### config.mk
export PLATFORM = sky130hd
export DESIGN_NAME = ptw_top
export DESIGN_NICKNAME = d
export VERILOG_FILES = /design/src/rtl/ptw_pkg.sv /design/src/rtl/ptw_root_reg.sv /design/src/rtl/ptw_pte_update.sv /design/src/rtl/ptw_top.sv
export SDC_FILE = /design/constraint.sdc
export NUM_CORES = 1
export LEC_CHECK = 0
export BUFFER_PORTS_ARGS = -buffer_cell sky130_fd_sc_hd__buf_2
export CORE_ASPECT_RATIO = 0.9
export CORE_UTILIZATION = 51
export DETAILED_ROUTE_END_ITERATION = 10
export PLACE_DENSITY = 0.81
export REMOVE_ABC_BUFFERS = 1
export SETUP_SLACK_MARGIN = 0.1
export SYNTH_ARGS = -nofsm -noshare
export SYNTH_HDL_FRONTEND = slang
export SYNTH_SLANG_ARGS = --single-unit
### constraint.sdc
create_clock -name clk -period 2.65 [get_ports clk]
set_input_delay 0.1325 -clock clk [delete_from_list [all_inputs] [get_ports clk]]
set_output_delay 0.1325 -clock clk [all_outputs]
set_load 0.02 [all_outputs]
### src/rtl/ptw_pkg.sv
package ptw_pkg;
    parameter int unsigned AW   = 32;
    parameter int unsigned VPNW = 20;
    parameter int unsigned PTEW = 32;

    localparam int unsigned PFN_LSB = 12;
    localparam int unsigned PFNW    = PTEW - PFN_LSB;
    localparam int unsigned B_VAL   = 2;
    localparam int unsigned B_REF   = 1;
    localparam int unsigned B_MOD   = 0;

    typedef enum logic [2:0] {
        ST_IDLE, ST_READ, ST_CHECK, ST_WRITE, ST_FILL, ST_FAULT
    } walk_state_e;
endpackage

### src/rtl/ptw_root_reg.sv
module ptw_root_reg
    import ptw_pkg::*;
(
    input  logic          clk,
    input  logic          rst_n,
    input  logic          busy,
    input  logic          wr_en,
    input  logic [AW-1:0] wr_data,
    output logic [AW-1:0] root
);
    logic [AW-1:0] root_d, root_q;

    always_comb begin
        root_d = root_q;
        if (wr_en && !busy) root_d = wr_data;
    end

    always_ff @(posedge clk) begin
        if (!rst_n) root_q <= '0;
        else        root_q <= root_d;
    end

    assign root = root_q;

    a_r9_hold_busy: assert property (@(posedge clk) disable iff (!rst_n)
        busy |=> $stable(root_q));
endmodule

### src/rtl/ptw_pte_update.sv
module ptw_pte_update
    import ptw_pkg::*;
(
    input  logic [PTEW-1:0] pte_in,
    input  logic            is_write,
    output logic [PTEW-1:0] pte_out,
    output logic            need_wb
);
    always_comb begin
        pte_out        = pte_in;
        pte_out[B_REF] = 1'b1;
        if (is_write) pte_out[B_MOD] = 1'b1;
        need_wb = pte_out != pte_in;
    end
endmodule

### src/rtl/ptw_top.sv
module ptw_top
    import ptw_pkg::*;
(
    input  logic            clk,
    input  logic            rst_n,
    input  logic            root_we,
    input  logic [AW-1:0]   root_wdata,
    input  logic            miss_valid,
    input  logic [VPNW-1:0] miss_vpn,
    input  logic            miss_write,
    output logic            busy,
    output logic            mem_req,
    output logic            mem_we,
    output logic [AW-1:0]   mem_addr,
    output logic [PTEW-1:0] mem_wdata,
    input  logic            mem_ack,
    input  logic [PTEW-1:0] mem_rdata,
    output logic            fill_valid,
    output logic [VPNW-1:0] fill_vpn,
    output logic [PFNW-1:0] fill_pfn,
    output logic [2:0]      fill_perm,
    output logic            fill_dirty,
    output logic            fault_valid,
    output logic [VPNW-1:0] fault_vpn
);
    typedef struct packed {
        walk_state_e     st;
        logic [VPNW-1:0] vpn;
        logic            wr;
        logic [AW-1:0]   addr;
        logic [PTEW-1:0] pte;
    } walk_s;

    walk_s s_d, s_q;
    logic [AW-1:0]   root;
    logic [PTEW-1:0] pte_upd;
    logic            need_wb;

    assign busy = s_q.st != ST_IDLE;

    ptw_root_reg u_root (
        .clk(clk), .rst_n(rst_n), .busy(busy),
        .wr_en(root_we), .wr_data(root_wdata), .root(root)
    );

    ptw_pte_update u_upd (
        .pte_in(s_q.pte), .is_write(s_q.wr),
        .pte_out(pte_upd), .need_wb(need_wb)
    );

    always_comb begin
        s_d = s_q;
        unique case (s_q.st)
            ST_IDLE: if (miss_valid) begin
                s_d.st   = ST_READ;
                s_d.vpn  = miss_vpn;
                s_d.wr   = miss_write;
                s_d.addr = root + (AW'(miss_vpn) << 2);
            end
            ST_READ: if (mem_ack) begin
                s_d.pte = mem_rdata;
                s_d.st  = ST_CHECK;
            end
            ST_CHECK: begin
                if (!s_q.pte[B_VAL]) s_d.st = ST_FAULT;
                else if (need_wb)    s_d.st = ST_WRITE;
                else                 s_d.st = ST_FILL;
                s_d.pte = pte_upd;
            end
            ST_WRITE: if (mem_ack) s_d.st = ST_FILL;
            ST_FILL:  s_d.st = ST_IDLE;
            ST_FAULT: s_d.st = ST_IDLE;
            default:  s_d.st = ST_IDLE;
        endcase
    end

    always_ff @(posedge clk) begin
        if (!rst_n) begin
            s_q.st   <= ST_IDLE;
            s_q.vpn  <= '0;
            s_q.wr   <= 1'b0;
            s_q.addr <= '0;
            s_q.pte  <= '0;
        end else begin
            s_q <= s_d;
        end
    end

    assign mem_req     = (s_q.st == ST_READ) || (s_q.st == ST_WRITE);
    assign mem_we      = s_q.st == ST_WRITE;
    assign mem_addr    = s_q.addr;
    assign mem_wdata   = s_q.pte;
    assign fill_valid  = s_q.st == ST_FILL;
    assign fill_vpn    = s_q.vpn;
    assign fill_pfn    = s_q.pte[PTEW-1:PFN_LSB];
    assign fill_perm   = s_q.pte[5:3];
    assign fill_dirty  = s_q.pte[B_MOD];
    assign fault_valid = s_q.st == ST_FAULT;
    assign fault_vpn   = s_q.vpn;

    a_r4_hold_req: assert property (@(posedge clk) disable iff (!rst_n)
        mem_req && !mem_ack |=> mem_req && $stable(mem_addr) && $stable(mem_we) && $stable(mem_wdata));
    a_r8_excl: assert property (@(posedge clk) disable iff (!rst_n)
        !(fill_valid && fault_valid));
    a_r2_done_idle: assert property (@(posedge clk) disable iff (!rst_n)
        fill_valid || fault_valid |=> !busy);
    a_r3_addr: assert property (@(posedge clk) disable iff (!rst_n)
        !busy && miss_valid |=> mem_addr == $past(root) + ({12'd0, $past(miss_vpn)} << 2));
    a_r5_no_write_fault: assert property (@(posedge clk) disable iff (!rst_n)
        fault_valid |-> $past(!mem_we));
endmodule

==> metrics.txt, run 1 <==
fraction of layout cells with a size suffix above 1 between 20 and 30%; Synth cell types slightly above 50; worst r2r path cells 10; routed len/inst about 15 µm; Die Y about 110 µm; crit path capture mem_addr[16]; crit path DAT 2.70 ns; synth warn 0; Net Sw Frac ~28%; DRT Pass-1 Iters 5; mux contribution to synthesized area 0%; setup ws final around 0.25 ns; DRT iter0 DRCs roughly 320; Synth Area in Simple Gates roughly 20%; unrepaired setup endpoints after global routing false; Synth top area share 37.1%; Via density about 5.2; Critical Path Start miss_vpn[0]; Peak supply drop approximately 450 µV; CTS H-tree depth 4; HP Class in2reg; All-Layer GR Usage between 20% and 30%; Cells after DPL ~1,100; count leader, synth nand2_1; final WL between 15,000 and 20,000 µm; fillers 1,025; CP Cell Sequence dlygate4sd3_1 > buf_2 > ha_1 > inv_1 > fa_1 > nand2b_4 > a21oi_4 > o21ai_4 > a211oi_4 > nor2_1 > or4_1 > o311ai_1; post-synthesis sequential area ratio between 30 and 40%; clk buf depth 2; # DRC 0; Crit Path Category in2reg; TritonCTS clock tree built; DR vias roughly 6,000; number of synthesized flops with an enable pin 0; first-pass GRT wire length ~27,000 µm; Mean Syn Cell Area between 7 and 8 µm²; antenna cell count 0; core area 0.0122 mm²; Post-Route Setup TNS 0 ns; WHS around 0.018 ns; Tcrit/Tclk final 90.4%; nets 1,103; CTS Sinks 120; clock share of power 44.1%; R2R Setup Slk 0.28 ns; fmax about 0.42 GHz; total grt overflow 0; Comb power frac around 20%; clk root buf clkbuf_16; RR Startpoint u_root.root[2]; Synth Flop Type dfxtp_1; cts bufs inserted 17; Final Non-Filler Cells 1,164; power share of the sequential group between 30% and 40%; DP HPWL about 11,000 µm; Critical R2R Capture mem_addr[16]; status completed; CP Buf/Inv Count 3; Max stage delay cell, worst path dlygate4sd3_1; xor-xnor portion of the synthesized cell area between 2 and 3%; Area Overhead vs Synth 26.9%; Compound-Gate Fraction of Synth Area 18.2%; Top delay family on crit path buffers and inverters; P_int approximately 0.0040 W; CP Max Fanout 4; post-synthesis cell area about 0.0065 mm²; largest family of logic cells by synthesized area simple AND/OR/NAND/NOR gates; endpoints failing setup 0; initial antenna violation count 0; footprint of the multi-input gates ~0.003 mm²; final setup skew 0.00971 ns; Levels on crit path 12; Clock Latency Late Sink just over 0.4 ns; I/O Buffers around 220; placer congestion estimate around 0.87; max-slew violation count 0; vias in the first global route between 5,000 and 6,000; Fin. Hold Viols 0; critical path's largest stage delay between 0.5 and 0.6 ns; Max Cap Violations 0; NetSw approximately 0.0016 W; width of the die between 100 and 150 µm; Synth area leader dfxtp_1; worst slew pin tran 0.566 ns; CP Data Required Time about 3.0 ns; Post-synth top cells nand2_1 (205), buf_4 (127), a21oi_1 (125); Pwr Density ~700 mW/mm²; Reg area between 0.002 and 0.0025 mm²; crit path launch type input pin; post-synthesis cell count approximately 830; num ports between 200 and 250; Final min period between 2 and 2.5 ns; num rows 38; CTS clock-pin slew for the worst setup and hold paths 0.05 ns; worst rel slew slack between 60 and 70%; Initial Util around 53%; fraction of registers with async set/reset 0%; number of nets with antenna violations after routing 0; largest net degree at the start of global routing 40; Place WS roughly 0.24 ns; Pleak between 3 and 4 nW; die area around 0.013 mm²; Seq cells post-synth 120; top post-synthesis cells by area dfxtp_1 (37%), buf_4 (15%), nand2_1 (12%); post-synthesis adder-cell area fraction around 4.2%; CP Capture Type flop
-- what timing repair did --
item	CTS	global route
setup buffers	0	0
hold buffers	83	0
resized for setup	0	1
setup endpoints to repair	0	4
endpoints found under the hold margin	83	0
-- final cells by class --
type                            count  area share (%)
Clock inverter                      9            1.77
Tap cell                          160            2.44
Inverter                            8           0.381
Multi-Input combinational cell    528            35.5
Sequential cell                   120            29.3
Timing Repair Buffer              317            24.7
Clock buffer                       22            5.90
-- per-layer routing --
metal	vias to the layer above	track usage, %	wire (µm)
li1	2978	-	-
met1	2782	33.4	7740
met2	198	43.4	8220
met3	47	6.38	998
met4	0	12.0	585
met5	-	0	0
-- worst min-delay path, stage by stage --
cell,delay [ns]
buf_2,0.12
nand2_1,0.05
a21oi_1,0.06
-- metrics by stage --
| step | instance area (µm²) | utilization [%] | power (W) |
|---|---|---|---|
| floorplan | 5340 | - | 0.00267 |
| global placement | 6740 | 55.2 | 0.00303 |
| detailed placement | 6740 | 55.2 | 0.00305 |
| CTS | 8200 | 67.1 | 0.00561 |
| global route | 8210 | 67.2 | 0.00583 |
| finish | 8210 | 67.2 | 0.00559 |
-- how the worst min path moves through the flow --
stage,depth (start not counted),slack (ns),to,from
2_1_floorplan,2,0.27,mem_wdata[0],rst_n
3_3_place_gp,3,0.37,mem_wdata[30],mem_rdata[30]
3_5_place_dp,3,0.38,u_root.root[1],root_wdata[1]
4_1_cts,3,0.009,fault_vpn[1],miss_vpn[1]
5_1_grt,3,0.01,fault_vpn[5],miss_vpn[5]
6_report,3,0.02,fault_vpn[1],miss_vpn[1]
-- flip-flops by register name, indices dropped and copies added (netlist names) --
register	flops
s_q	4
u_root.root	32
fault_vpn	20
mem_wdata	32
mem_addr	32
-- cell families (layout without fill, tap and decap cells) --
family          after synthesis  in the layout
xor+xnor                     22             22
compound gates              195            195
flops                       120            120
fa+ha+maj                    21             21
buf+inv                     179            356
simple gates                290            290
-- cell usage in the layout, fill, tap and decap left out, types with 7 or more instances in the layout --
| cell | count |
|---|---|
| a211oi_1 | 7 |
| a21oi_1 | 125 |
| buf_2 | 222 |
| buf_4 | 12 |
| clkbuf_16 | 17 |
| dfxtp_1 | 120 |
| dlygate4sd3_1 | 83 |
| ha_1 | 20 |
| inv_1 | 7 |
| nand2_1 | 204 |
| nand3_1 | 18 |
| nand4_1 | 8 |
| nor2_1 | 17 |
| o21ai_0 | 21 |
| xnor2_1 | 8 |
| xor2_1 | 14 |
-- power groups by stage --
stage / Combinational (W) / Sequential [W] / Clock (W)
6_report: 0.00110 / 0.00202 / 0.00246
2_1_floorplan: 0.000465 / 0.00221 / 0
4_1_cts: 0.00109 / 0.00202 / 0.00250
3_3_place_gp: 0.000976 / 0.00205 / 0
5_1_grt: 0.00121 / 0.00204 / 0.00258
3_5_place_dp: 0.000990 / 0.00206 / 0
Note: power is estimated with default switching activity, not from simulation.
==> run 2, diff against run 1 <==
Settings changed: CORE_UTILIZATION 51 to 52, SYNTH_HIERARCHICAL set to 1.
==> run 2 against run 1 <==
Against the previous run:
- the run now ends with design-rule violations left
- die area increased by 8.1%
- clock skew decreased by 0.0016 ns
- via count decreased by 0.42%
- register-to-register slack got worse by 0.05 ns
- combinational power increased by 41%
- critical endpoint is now mem_addr[20]
==> metrics.txt, run 2 <==
status finished, violations left (was completed); failing checks design-rule violations; Via density 5.22 (was 5.16); crit path DAT 2.74 ns (was 2.70 ns); Synth Area in Simple Gates 15.3% (was 19.6%); worst slew pin tran 0.698 ns (was 0.566 ns); Seq cells post-synth 120 (unchanged); CTS Sinks 120 (unchanged); Crit Path Category in2reg (unchanged); All-Layer GR Usage 25.7% (was 26.6%); cts bufs inserted 17 (unchanged); number of nets with antenna violations after routing 0 (unchanged); post-synthesis sequential area ratio 33.6% (was 37.1%); CTS clock-pin slew for the worst setup and hold paths 0.06 ns (was 0.05 ns); mux contribution to synthesized area 9.55% (was 0%); top post-synthesis cells by area dfxtp_1 (34%), buf_4 (17%), mux2i_1 (9.4%) (was dfxtp_1 (37%), buf_4 (15%), nand2_1 (12%)); die area 0.0142 mm² (was 0.0131 mm²); total grt overflow 0 (unchanged); largest net degree at the start of global routing 57 (was 40); Top delay family on crit path compound AO/OA/AOI/OAI gates (was buffers and inverters); I/O Buffers 222 (unchanged); width of the die 126 µm (was 121 µm); total power 0.00619 W (was 0.00559 W); antenna cell count 0 (unchanged); number of synthesized flops with an enable pin 0 (unchanged); Area after DPL 0.00712 mm² (was 0.00674 mm²); CP Capture Type flop (unchanged); clk buf depth 2 (unchanged); num rows 40 (was 38); Post-synth top cells buf_4 (159), nand2_1 (144), dfxtp_1 (120) (was nand2_1 (205), buf_4 (127), a21oi_1 (125)); Fin. Hold Viols 0 (unchanged); placer congestion estimate 0.827 (was 0.868); TritonCTS clock tree built (unchanged); Comb power frac 25.1% (was 19.7%); met2 WL 8650 µm (was 8220 µm); vias in the first global route 5,788 (was 5,757); Initial Util 53.4% (was 53.0%); Mean Syn Cell Area 8.23 µm² (was 7.82 µm²); initial antenna violation count 0 (unchanged); DRT Pass-1 Iters 9 (was 5); nets 1,076 (was 1,103); worst rel slew slack 53.5% (was 62.3%); HP Class in2reg (unchanged); Pleak 3.80 nW (was 3.77 nW); Pwr Density 746 mW/mm² (was 681 mW/mm²); RR Startpoint u_root/root[2] (was u_root.root[2]); most common cell after layout, fill and taps aside buf_2 (unchanged); crit path launch type input pin (unchanged); core area 0.0134 mm² (was 0.0122 mm²); Compound-Gate Fraction of Synth Area 14.2% (was 18.2%); clock share of power 39.9% (was 44.1%); synth warn 6 (was 0); HP Start mem_rdata[10] (was miss_vpn[1]); Tcrit/Tclk final 92.2% (was 90.4%); post-synthesis adder-cell area fraction 3.79% (was 4.18%); critical path's largest stage delay 0.52 ns (about the same); post-layout util 62.1% (was 67.2%); post-synthesis cell count 867 (was 827); Final min period 2.44 ns (was 2.40 ns); Synth cell types 52 (was 51); count leader, synth buf_4 (was nand2_1); top layer in use met4 (unchanged); NetSw 0.00193 W (was 0.00156 W); xor-xnor portion of the synthesized cell area 2.45% (was 2.98%); Synth Flop Type dfxtp_1 (unchanged); DP HPWL 11,700 µm (was 11,400 µm); Critical Path Start miss_vpn[0] (unchanged); Max Cap Violations 0 (unchanged); # DRC 20 (was 0); Die Y 113 µm (was 109 µm); final setup skew 0.00811 ns (was 0.00971 ns); routed len/inst 15.5 µm (was 15.1 µm); Finished Cell Area 0.00829 mm² (was 0.00821 mm²); unrepaired setup endpoints after global routing true (was false); endpoints failing setup 0 (unchanged); M1 wire length 7570 µm (was 7740 µm); Peak supply drop 529 µV (was 448 µV); WHS 0.0576 ns (was 0.0183 ns); post-synthesis cell area 0.00714 mm² (was 0.00647 mm²); setup bufs post-CTS 0 (unchanged); fillers 1,120 (was 1,025); fmax 0.409 GHz (was 0.417 GHz); Synth area leader dfxtp_1 (unchanged); Max stage delay cell, worst path dlygate4sd3_1 (unchanged); final WL 17,800 µm (was 17,500 µm); Area Overhead vs Synth 16.2% (was 26.9%); CP Max Fanout 3 (was 4); CTS H-tree depth 4 (unchanged); num ports 223 (unchanged); largest family of logic cells by synthesized area buffers and inverters (was simple AND/OR/NAND/NOR gates); CP Buf/Inv Count 3 (unchanged); met3 routed WL 1280 µm (was 998 µm); DRT iter0 DRCs 304 (was 322); CP Data Required Time 2.95 ns (about the same); Synth top area share 33.6% (was 37.1%); DR vias 5,980 (was 6,005); Net Sw Frac 31.3% (was 27.9%); commonest non-fill, non-tap cells in the layout buf_2 (222), nand2_1 (143), dfxtp_1 (120) (was buf_2 (222), nand2_1 (204), a21oi_1 (125)); fraction of registers with async set/reset 0% (unchanged); clk root buf clkbuf_16 (unchanged); Clock Latency Late Sink 0.42 ns (was 0.41 ns); CP Cell Sequence dlygate4sd3_1 > buf_2 > ha_2 > inv_1 > fa_1 > nand2b_1 > a21oi_2 > o211ai_1 > a31o_2 > a21oi_1 > mux2i_1 > nand3_1 (was dlygate4sd3_1 > buf_2 > ha_1 > inv_1 > fa_1 > nand2b_4 > a21oi_4 > o21ai_4 > a211oi_4 > nor2_1 > or4_1 > o311ai_1); fraction of layout cells with a size suffix above 1 28.0% (about the same); power share of the sequential group 35.0% (was 36.2%); max-slew violation count 0 (unchanged); P_int 0.00425 W (was 0.00403 W); Post-Route Setup TNS 0 ns (unchanged); first-pass GRT wire length 28,800 µm (was 27,500 µm)
## run 2: cell count changes after synthesis, sizes merged, moves of 28 or more
cell    delta
buf       +42
a21oi     -55
a211oi    +28
mux2i     +67
nand2     -61
nor2      +36
## run 2: logic make-up (layout without fill, tap and decap cells)
family                   after synthesis  in the layout
flip-flops                           120            120
AND/OR/NAND/NOR                      254            254
XOR/XNOR                              20             20
adder cells (fa/ha/maj)               21             21
multiplexers                          68             68
other                                  1              1
buffers and inverters                216            327
AO/OA/AOI/OAI                        167            167
## run 2: worst paths after layout
check                                      to  slack, ns  cells after the start
worst max-delay path             mem_addr[20]       0.21                     12
worst min-delay path            mem_wdata[10]       0.06                      3
worst max register to register   mem_addr[20]       0.23                     10
worst min register to register   mem_addr[13]       0.45                      2
## run 2: cell type report
class | count | area, µm² | share of cell area [%]
Timing Repair Buffer | 286 | 1750 | 21.1
Multi-Input combinational cell | 531 | 3270 | 39.5
Tap cell | 168 | 210 | 2.53
Sequential cell | 120 | 2400 | 29.0
Clock inverter | 8 | 143 | 1.72
Inverter | 9 | 33.8 | 0.407
Clock buffer | 24 | 482 | 5.81
## run 2: what timing repair did
| action | CTS | global route |
|---|---|---|
| gates resized for setup | 0 | 3 |
| endpoints found under the hold margin | 53 | 0 |
| hold buffers | 53 | 0 |
| endpoints found under the setup margin | 0 | 6 |
## run 2: tightest hold or removal path, delay by kind of cell
kind | cells | cell delay, ns
multiplexers | 1 | 0.12
buffers and inverters | 1 | 0.09
AO/OA/AOI/OAI | 1 | 0.08
## run 2: power by group through the flow
stage	logic [W]	clock network (W)	registers (W)
after floorplan	0.000691	0	0.00245
after global placement	0.00146	0	0.00218
after detailed placement	0.00147	0	0.00219
after CTS	0.00154	0.00251	0.00216
after global routing	0.00170	0.00259	0.00219
final	0.00155	0.00247	0.00216
## run 2: layer usage
layer	global-route usage, %	up-vias
li1	-	2986
met1	30.1	2731
met2	45.2	234
met3	7.38	29
met4	7.97	0
met5	0	-
## run 2: through the flow
stage	instances	setup slack [ns]
floorplan	660	-1.92
global placement	1061	0.311
detailed placement	1061	0.267
CTS	1146	0.208
global route	1146	0.0334
finish	1146	0.205
